### config.mk
export PLATFORM = sky130hd
export DESIGN_NAME = page_commit_engine
export DESIGN_NICKNAME = d
export VERILOG_FILES = /design/src/rtl/pcw_pkg.sv /design/src/rtl/pcw_page_buf.sv /design/src/rtl/pcw_prog_timer.sv /design/src/rtl/pcw_array.sv /design/src/rtl/page_commit_engine.sv
export SDC_FILE = /design/constraint.sdc
export NUM_CORES = 2
export LEC_CHECK = 0
export ABC_AREA = 1
export BUFFER_PORTS_ARGS = -buffer_cell sky130_fd_sc_hd__buf_2
export CAP_MARGIN = 20
export CORE_UTILIZATION = 60
export CTS_BUF_LIST = sky130_fd_sc_hd__clkbuf_4 sky130_fd_sc_hd__clkbuf_8
export DETAILED_ROUTE_END_ITERATION = 10
export GPL_ROUTABILITY_DRIVEN = 0
export PLACE_DENSITY = 0.75
export SLEW_MARGIN = 20
export SYNTH_ARGS = -nofsm -noshare
export SYNTH_HDL_FRONTEND = slang
export SYNTH_SLANG_ARGS = --single-unit
### constraint.sdc
create_clock -name clk -period 6.03 [get_ports clk]
set_input_delay 0.603 -clock clk [delete_from_list [all_inputs] [get_ports clk]]
set_output_delay 0.603 -clock clk [all_outputs]
set_load 0.005 [all_outputs]
### src/rtl/pcw_pkg.sv
package pcw_pkg;
    localparam int BYTE_W = 8;
    typedef logic [BYTE_W-1:0] byte_t;
endpackage

### src/rtl/pcw_page_buf.sv
module pcw_page_buf
    import pcw_pkg::*;
#(
    parameter int PAGE_BYTES = 4,
    localparam int SLOT_W = $clog2(PAGE_BYTES)
) (
    input  logic                         clk,
    input  logic                         rst_n,
    input  logic                         clr_i,
    input  logic                         wr_en_i,
    input  logic [SLOT_W-1:0]            wr_slot_i,
    input  byte_t                        wr_data_i,
    output logic [PAGE_BYTES*BYTE_W-1:0] data_o,
    output logic [PAGE_BYTES-1:0]        mask_o
);
    typedef struct packed {
        logic [PAGE_BYTES*BYTE_W-1:0] data;
        logic [PAGE_BYTES-1:0]        mask;
    } buf_t;

    buf_t st_d, st_q;

    always_comb begin
        st_d = st_q;
        if (clr_i) begin
            st_d.mask = '0;
        end else if (wr_en_i) begin
            st_d.data[wr_slot_i*BYTE_W +: BYTE_W] = wr_data_i;
            st_d.mask[wr_slot_i] = 1'b1;
        end
    end

    always_ff @(posedge clk or negedge rst_n) begin
        if (!rst_n) st_q <= '0;
        else        st_q <= st_d;
    end

    assign data_o = st_q.data;
    assign mask_o = st_q.mask;
endmodule

### src/rtl/pcw_prog_timer.sv
module pcw_prog_timer #(
    parameter int PROG_CLKS = 1000000,
    localparam int CNT_W = (PROG_CLKS > 1) ? $clog2(PROG_CLKS) : 1
) (
    input  logic clk,
    input  logic rst_n,
    input  logic start_i,
    output logic busy_o,
    output logic done_o
);
    typedef struct packed {
        logic             busy;
        logic [CNT_W-1:0] cnt;
    } tmr_t;

    tmr_t st_d, st_q;

    always_comb begin
        st_d = st_q;
        if (st_q.busy) begin
            if (st_q.cnt == '0) st_d.busy = 1'b0;
            else                st_d.cnt  = st_q.cnt - 1'b1;
        end else if (start_i) begin
            st_d.busy = 1'b1;
            st_d.cnt  = CNT_W'(PROG_CLKS - 1);
        end
    end

    always_ff @(posedge clk or negedge rst_n) begin
        if (!rst_n) st_q <= '0;
        else        st_q <= st_d;
    end

    assign busy_o = st_q.busy;
    assign done_o = st_q.busy && (st_q.cnt == '0);
endmodule

### src/rtl/pcw_array.sv
module pcw_array
    import pcw_pkg::*;
#(
    parameter int ADDR_W     = 7,
    parameter int PAGE_BYTES = 4,
    localparam int SLOT_W    = $clog2(PAGE_BYTES),
    localparam int PAGE_W    = ADDR_W - SLOT_W,
    localparam int NUM_PAGES = 1 << PAGE_W,
    localparam int ROW_W     = PAGE_BYTES * BYTE_W
) (
    input  logic                  clk,
    input  logic                  rst_n,
    input  logic [PAGE_BYTES-1:0] we_i,
    input  logic [PAGE_W-1:0]     page_i,
    input  logic [ROW_W-1:0]      wdata_i,
    input  logic [ADDR_W-1:0]     rd_addr_i,
    output byte_t                 rd_data_o
);
    logic [ROW_W-1:0] rows_d [NUM_PAGES];
    logic [ROW_W-1:0] rows_q [NUM_PAGES];

    always_comb begin
        rows_d = rows_q;
        for (int i = 0; i < PAGE_BYTES; i++) begin
            if (we_i[i]) rows_d[page_i][i*BYTE_W +: BYTE_W] = wdata_i[i*BYTE_W +: BYTE_W];
        end
    end

    always_ff @(posedge clk or negedge rst_n) begin
        if (!rst_n) begin
            for (int p = 0; p < NUM_PAGES; p++) rows_q[p] <= '1;
        end else begin
            rows_q <= rows_d;
        end
    end

    logic [ROW_W-1:0] rd_row;
    assign rd_row    = rows_q[rd_addr_i[ADDR_W-1:SLOT_W]];
    assign rd_data_o = rd_row[rd_addr_i[SLOT_W-1:0]*BYTE_W +: BYTE_W];
endmodule

### src/rtl/page_commit_engine.sv
module page_commit_engine
    import pcw_pkg::*;
#(
    parameter int ADDR_W     = 7,
    parameter int PAGE_BYTES = 4,
    parameter int PROG_CLKS  = 1000000,
    localparam int SLOT_W    = $clog2(PAGE_BYTES),
    localparam int PAGE_W    = ADDR_W - SLOT_W,
    localparam int ROW_W     = PAGE_BYTES * BYTE_W
) (
    input  logic                  clk,
    input  logic                  rst_n,
    input  logic                  addr_load_i,
    input  logic [ADDR_W-1:0]     addr_i,
    input  logic                  byte_vld_i,
    input  logic [BYTE_W-1:0]     byte_i,
    input  logic                  stop_i,
    output logic                  busy_o,
    output logic [PAGE_BYTES-1:0] mem_we_o,
    output logic [PAGE_W-1:0]     mem_page_o,
    output logic [ROW_W-1:0]      mem_wdata_o,
    input  logic [ADDR_W-1:0]     rd_addr_i,
    output logic [BYTE_W-1:0]     rd_data_o
);
    typedef struct packed {
        logic [PAGE_W-1:0] page;
        logic [SLOT_W-1:0] slot;
    } seq_t;

    seq_t st_d, st_q;

    logic                  busy, done;
    logic                  accept, load, take, start, buf_clr;
    logic [PAGE_BYTES-1:0] mask;
    logic [ROW_W-1:0]      page_data;

    always_comb begin
        accept  = !busy;
        load    = accept && addr_load_i;
        take    = accept && byte_vld_i && !addr_load_i;
        start   = accept && stop_i && !addr_load_i && ((|mask) || take);
        buf_clr = load || done;
        st_d    = st_q;
        if (load) begin
            st_d.page = addr_i[ADDR_W-1:SLOT_W];
            st_d.slot = addr_i[SLOT_W-1:0];
        end else if (take) begin
            st_d.slot = st_q.slot + SLOT_W'(1);
        end
    end

    always_ff @(posedge clk or negedge rst_n) begin
        if (!rst_n) st_q <= '0;
        else        st_q <= st_d;
    end

    pcw_page_buf #(.PAGE_BYTES(PAGE_BYTES)) u_buf (
        .clk       (clk),
        .rst_n     (rst_n),
        .clr_i     (buf_clr),
        .wr_en_i   (take),
        .wr_slot_i (st_q.slot),
        .wr_data_i (byte_i),
        .data_o    (page_data),
        .mask_o    (mask)
    );

    pcw_prog_timer #(.PROG_CLKS(PROG_CLKS)) u_tmr (
        .clk     (clk),
        .rst_n   (rst_n),
        .start_i (start),
        .busy_o  (busy),
        .done_o  (done)
    );

    assign busy_o      = busy;
    assign mem_we_o    = done ? mask : '0;
    assign mem_page_o  = st_q.page;
    assign mem_wdata_o = page_data;

    pcw_array #(.ADDR_W(ADDR_W), .PAGE_BYTES(PAGE_BYTES)) u_arr (
        .clk       (clk),
        .rst_n     (rst_n),
        .we_i      (mem_we_o),
        .page_i    (st_q.page),
        .wdata_i   (page_data),
        .rd_addr_i (rd_addr_i),
        .rd_data_o (rd_data_o)
    );
endmodule

==> results by group <==
Setup path
  • Max Fanout on Critical Path: 153
  • CP Class: input port to primary output
  • Worst path top cell family by delay: buffers and inverters
  • CP Launch Type: input port
  • Cells along the critical path: buf_8 > inv_8 > buf_4 > nand2_1 > nand3_1 > nand3_1 > nand3_1 > nand2_1 > nand2_1 > nand3_1 > nand2_1 > nand2_1 > nand2_1 > buf_2
  • Critical Path AT: between 3000 and 4000 ps
  • Worst Setup End Kind: primary output
  • CP Data Required Time: 5430 ps
  • Crit-path max cell delay: 720 ps
  • Most frequent CP cell: nand2_1
  • Slowest-stage cell, CP: inv_8
  • WP buf/inv: 4

STA
  • Final hold vios: 0
  • Tmin final: around 4400 ps
  • Slew margin rel.: between 10% and 20%
  • Maximum clock rate: approximately 230 MHz
  • Slew Viols, Final: 0
  • Worst-margin pin slew: about 1300 ps
  • RSZ-0062 raised after global routing: no
  • Tcrit/Tclk final: 73.32%
  • Clock Skew: ~59 ps
  • Final setup fails: 0
  • Final TNS setup: 0 ps

Yosys
  • Seq cells post-synth: 1088
  • Yosys warnings: 0
  • Syn Inst Count: between 6000 and 7000
  • Mean Syn Cell Area: 8.500 um2
  • Post-synthesis sequential area ratio: a little over half
  • Mapped Nets: around 6300
  • Post-synthesis cell area: approximately 53000 um2
  • Post-synth cell types: 36

Route
  • Via density: around 6
  • WL met3: 17.84 mm
  • Met1 wire length: about 63 mm
  • Router iterations before antenna repair: 9
  • Routed Antenna Nets: 0
  • WL met2: about 66 mm
  • Routed wire length: around 150 mm
  • Highest routed layer: met5
  • Via Count: ~44000
  • DRC violations left: 0
  • Routed wire per std cell: roughly 21 um
  • DRT iter0 DRCs: 6083

GRT
  • Total gr overflow: 0
  • Largest net degree at the start of global routing: 200
  • Initial antenna violation count: 4
  • First-pass GRT wire length: 241.9 mm
  • Number of global-route vias before repair: about 42000
  • GRT Util Overall: 34.69%

Pwr
  • VDD IR max: approximately 0.00052 V
  • Power Density: 323.4 nW/um2
  • Leak: around 0.023 uW

Die
  • Initial Util: 60.76%
  • Core area: 87020 um2
  • Die Area: roughly 89000 um2
  • Row count: approximately 110
  • Die width: around 300 um
  • DIE HEIGHT: roughly 300 um
  • Num ports: between 70 and 80

Finish
  • Area grow syn2layout: 7.357%
  • Final core occ: ~65%
  • Nets: 6126
  • Ratio of cells with drive above 1 in the final layout: around 28%

Clock tree
  • Root Buffer: clkbuf_8
  • CTS buffer count: 180
  • Clock latency on the worst-skew pair: roughly 900 ps
  • Number of setup buffers added after CTS: 0
  • TritonCTS sink count: 1088
  • CTS tree: yes
  • Clock tree buffer depth: 3
  • Clock Pin Slew Worst Setup and Hold Paths: ~60 ps
  • CTS H-tree depth: 4

Placed design
  • HPWL Detailed: roughly 90 mm
  • Port bufs: 76

Job
  • Max-cap violations: 0

Min path
  • HP Class: input port to register

Status
  • Outcome: finished clean
## cell usage in the layout, fill, tap and decap left out, types with 3 or more instances in the layout
| cell type | Yosys | final |
|---|---|---|
| o21ai_1 | 861 | 861 |
| a21oi_1 | 40 | 40 |
| diode_2 | 0 | 5 |
| dfstp_2 | 1024 | 1024 |
| nor3_1 | 6 | 6 |
| clkbuf_4 | 0 | 80 |
| dfrtp_1 | 64 | 64 |
| buf_8 | 0 | 3 |
| inv_6 | 0 | 5 |
| nand2_1 | 2282 | 2282 |
| nor2_8 | 4 | 4 |
| nor2_2 | 6 | 23 |
| nand3_1 | 949 | 949 |
| bufinv_16 | 0 | 3 |
| clkinv_2 | 0 | 13 |
| nor2_4 | 2 | 3 |
| nand2_4 | 116 | 116 |
| clkinvlp_4 | 0 | 6 |
| clkbuf_8 | 0 | 223 |
| dlygate4sd3_1 | 0 | 9 |
| nand3b_1 | 3 | 3 |
| buf_4 | 5 | 64 |
| buf_12 | 12 | 14 |
| nand4_1 | 18 | 18 |
| inv_8 | 0 | 4 |
| ha_1 | 8 | 8 |
| o21ai_2 | 67 | 67 |
| o211ai_1 | 3 | 3 |
| nor2_1 | 63 | 45 |
| inv_1 | 77 | 75 |
| buf_2 | 13 | 72 |
| o21ai_0 | 137 | 137 |
## per-layer routing
metal / global-route usage (%) / up-vias
li1: - / 20330
met1: 49.57 / 21070
met2: 49.78 / 2204
met3: 9.138 / 374
met4: 15.18 / 4
met5: 0 / -
## worst paths after layout
path	from	cells past startpoint	to	slack (ps)
max reg2reg	u_tmr.st_q[0]	11	u_arr.rows_q[155]	2700
min	addr_i[0]	5	st_q[0]	90
max	rd_addr_i[2]	14	rd_data_o[0]	1610
min in group asynchronous	rst_n	1	u_arr.rows_q[560]	270
min reg2reg	u_arr.rows_q[231]	2	u_arr.rows_q[231]	470
max in group asynchronous	rst_n	2	u_arr.rows_q[875]	4740
## through the flow
stage	instance area (um2)	hold slack, ps	setup WS [ps]	total power, uW	std cells
final	56770	85.70	1609	18360	7402
after CTS	56750	10.77	1741	18310	7397
after detailed placement	52690	463.9	1746	11280	7055
after global placement	52670	459.6	1736	11240	7054
after floorplan	52880	307.4	3420	9591	6221
after global routing	56760	89.77	1459	18930	7400
## area by class of cell
| cell class | instances | area, um2 |
|---|---|---|
| fill | 7366 | 30260 |
| sequential | 1088 | 28510 |
| tap | 1155 | 1445 |
| timing repair buffer | 163 | 1284 |
| multi-input combinational | 4579 | 21240 |
| clock buffer | 303 | 3670 |
| clock inverter | 30 | 294.0 |
| antenna | 5 | 12.51 |
| inverter | 79 | 315.3 |
## logic make-up (layout without fill, tap and decap cells)
logic type | count (synthesis) | after routing | synth area share, %
AND/OR/NAND/NOR | 3458 | 3458 | 28.83
AO/OA/AOI/OAI | 1111 | 1111 | 11.02
flip-flops | 1088 | 1088 | 53.91
buffers and inverters | 554 | 575 | 6.015
adder cells (fa/ha/maj) | 8 | 8 | 0.1893
XOR/XNOR | 2 | 2 | 0.03313
other | 0 | 5 | 0
## cells in the mapped netlist (all sizes together)
library cell	count	area share [%]
a21oi	40	0.38
buf	174	3.3
clkbuf	301	2.1
dfrtp	64	3.0
dfstp	1024	51
ha	8	0.19
inv	79	0.56
nand2	2401	19
nand3	950	9.0
nand3b	3	0.043
nand4	18	0.21
nor2	75	0.71
nor3	7	0.076
nor3b	1	0.014
nor4	2	0.024
o211ai	3	0.043
o21ai	1065	11
o311ai	1	0.017
o31ai	2	0.028
or2	1	0.012
xor2	2	0.033
## what timing repair did
item	in CTS	in global routing
endpoints found under the hold margin	9	0
hold buffers	9	0
gates resized for setup	0	0
## worst register-to-register path: stages (launching register included)
cell	delay, ps
dfrtp_1	360
inv_1	120
ha_1	190
inv_1	80
nor2_2	180
nand2_2	110
nor2_4	210
nand2_8	150
nor2_8	580
buf_4	510
nand2_1	440
o21ai_0	330
## flip-flops by register name, indices dropped and copies added, names as in the netlist
| register | cells |
|---|---|
| mem_page_o | 5 |
| st_q | 2 |
| u_arr.rows_q | 1024 |
| u_buf.data_o | 32 |
| u_buf.mask_o | 4 |
| u_tmr.busy_o | 1 |
| u_tmr.st_q | 20 |
## power breakdown
part           switching (uW)  internal [uW]
Sequential                167           7520
Combinational            3020            595
Clock                    3080           3970
Total                    6270          12100
Power figures use the tool's default switching activity.
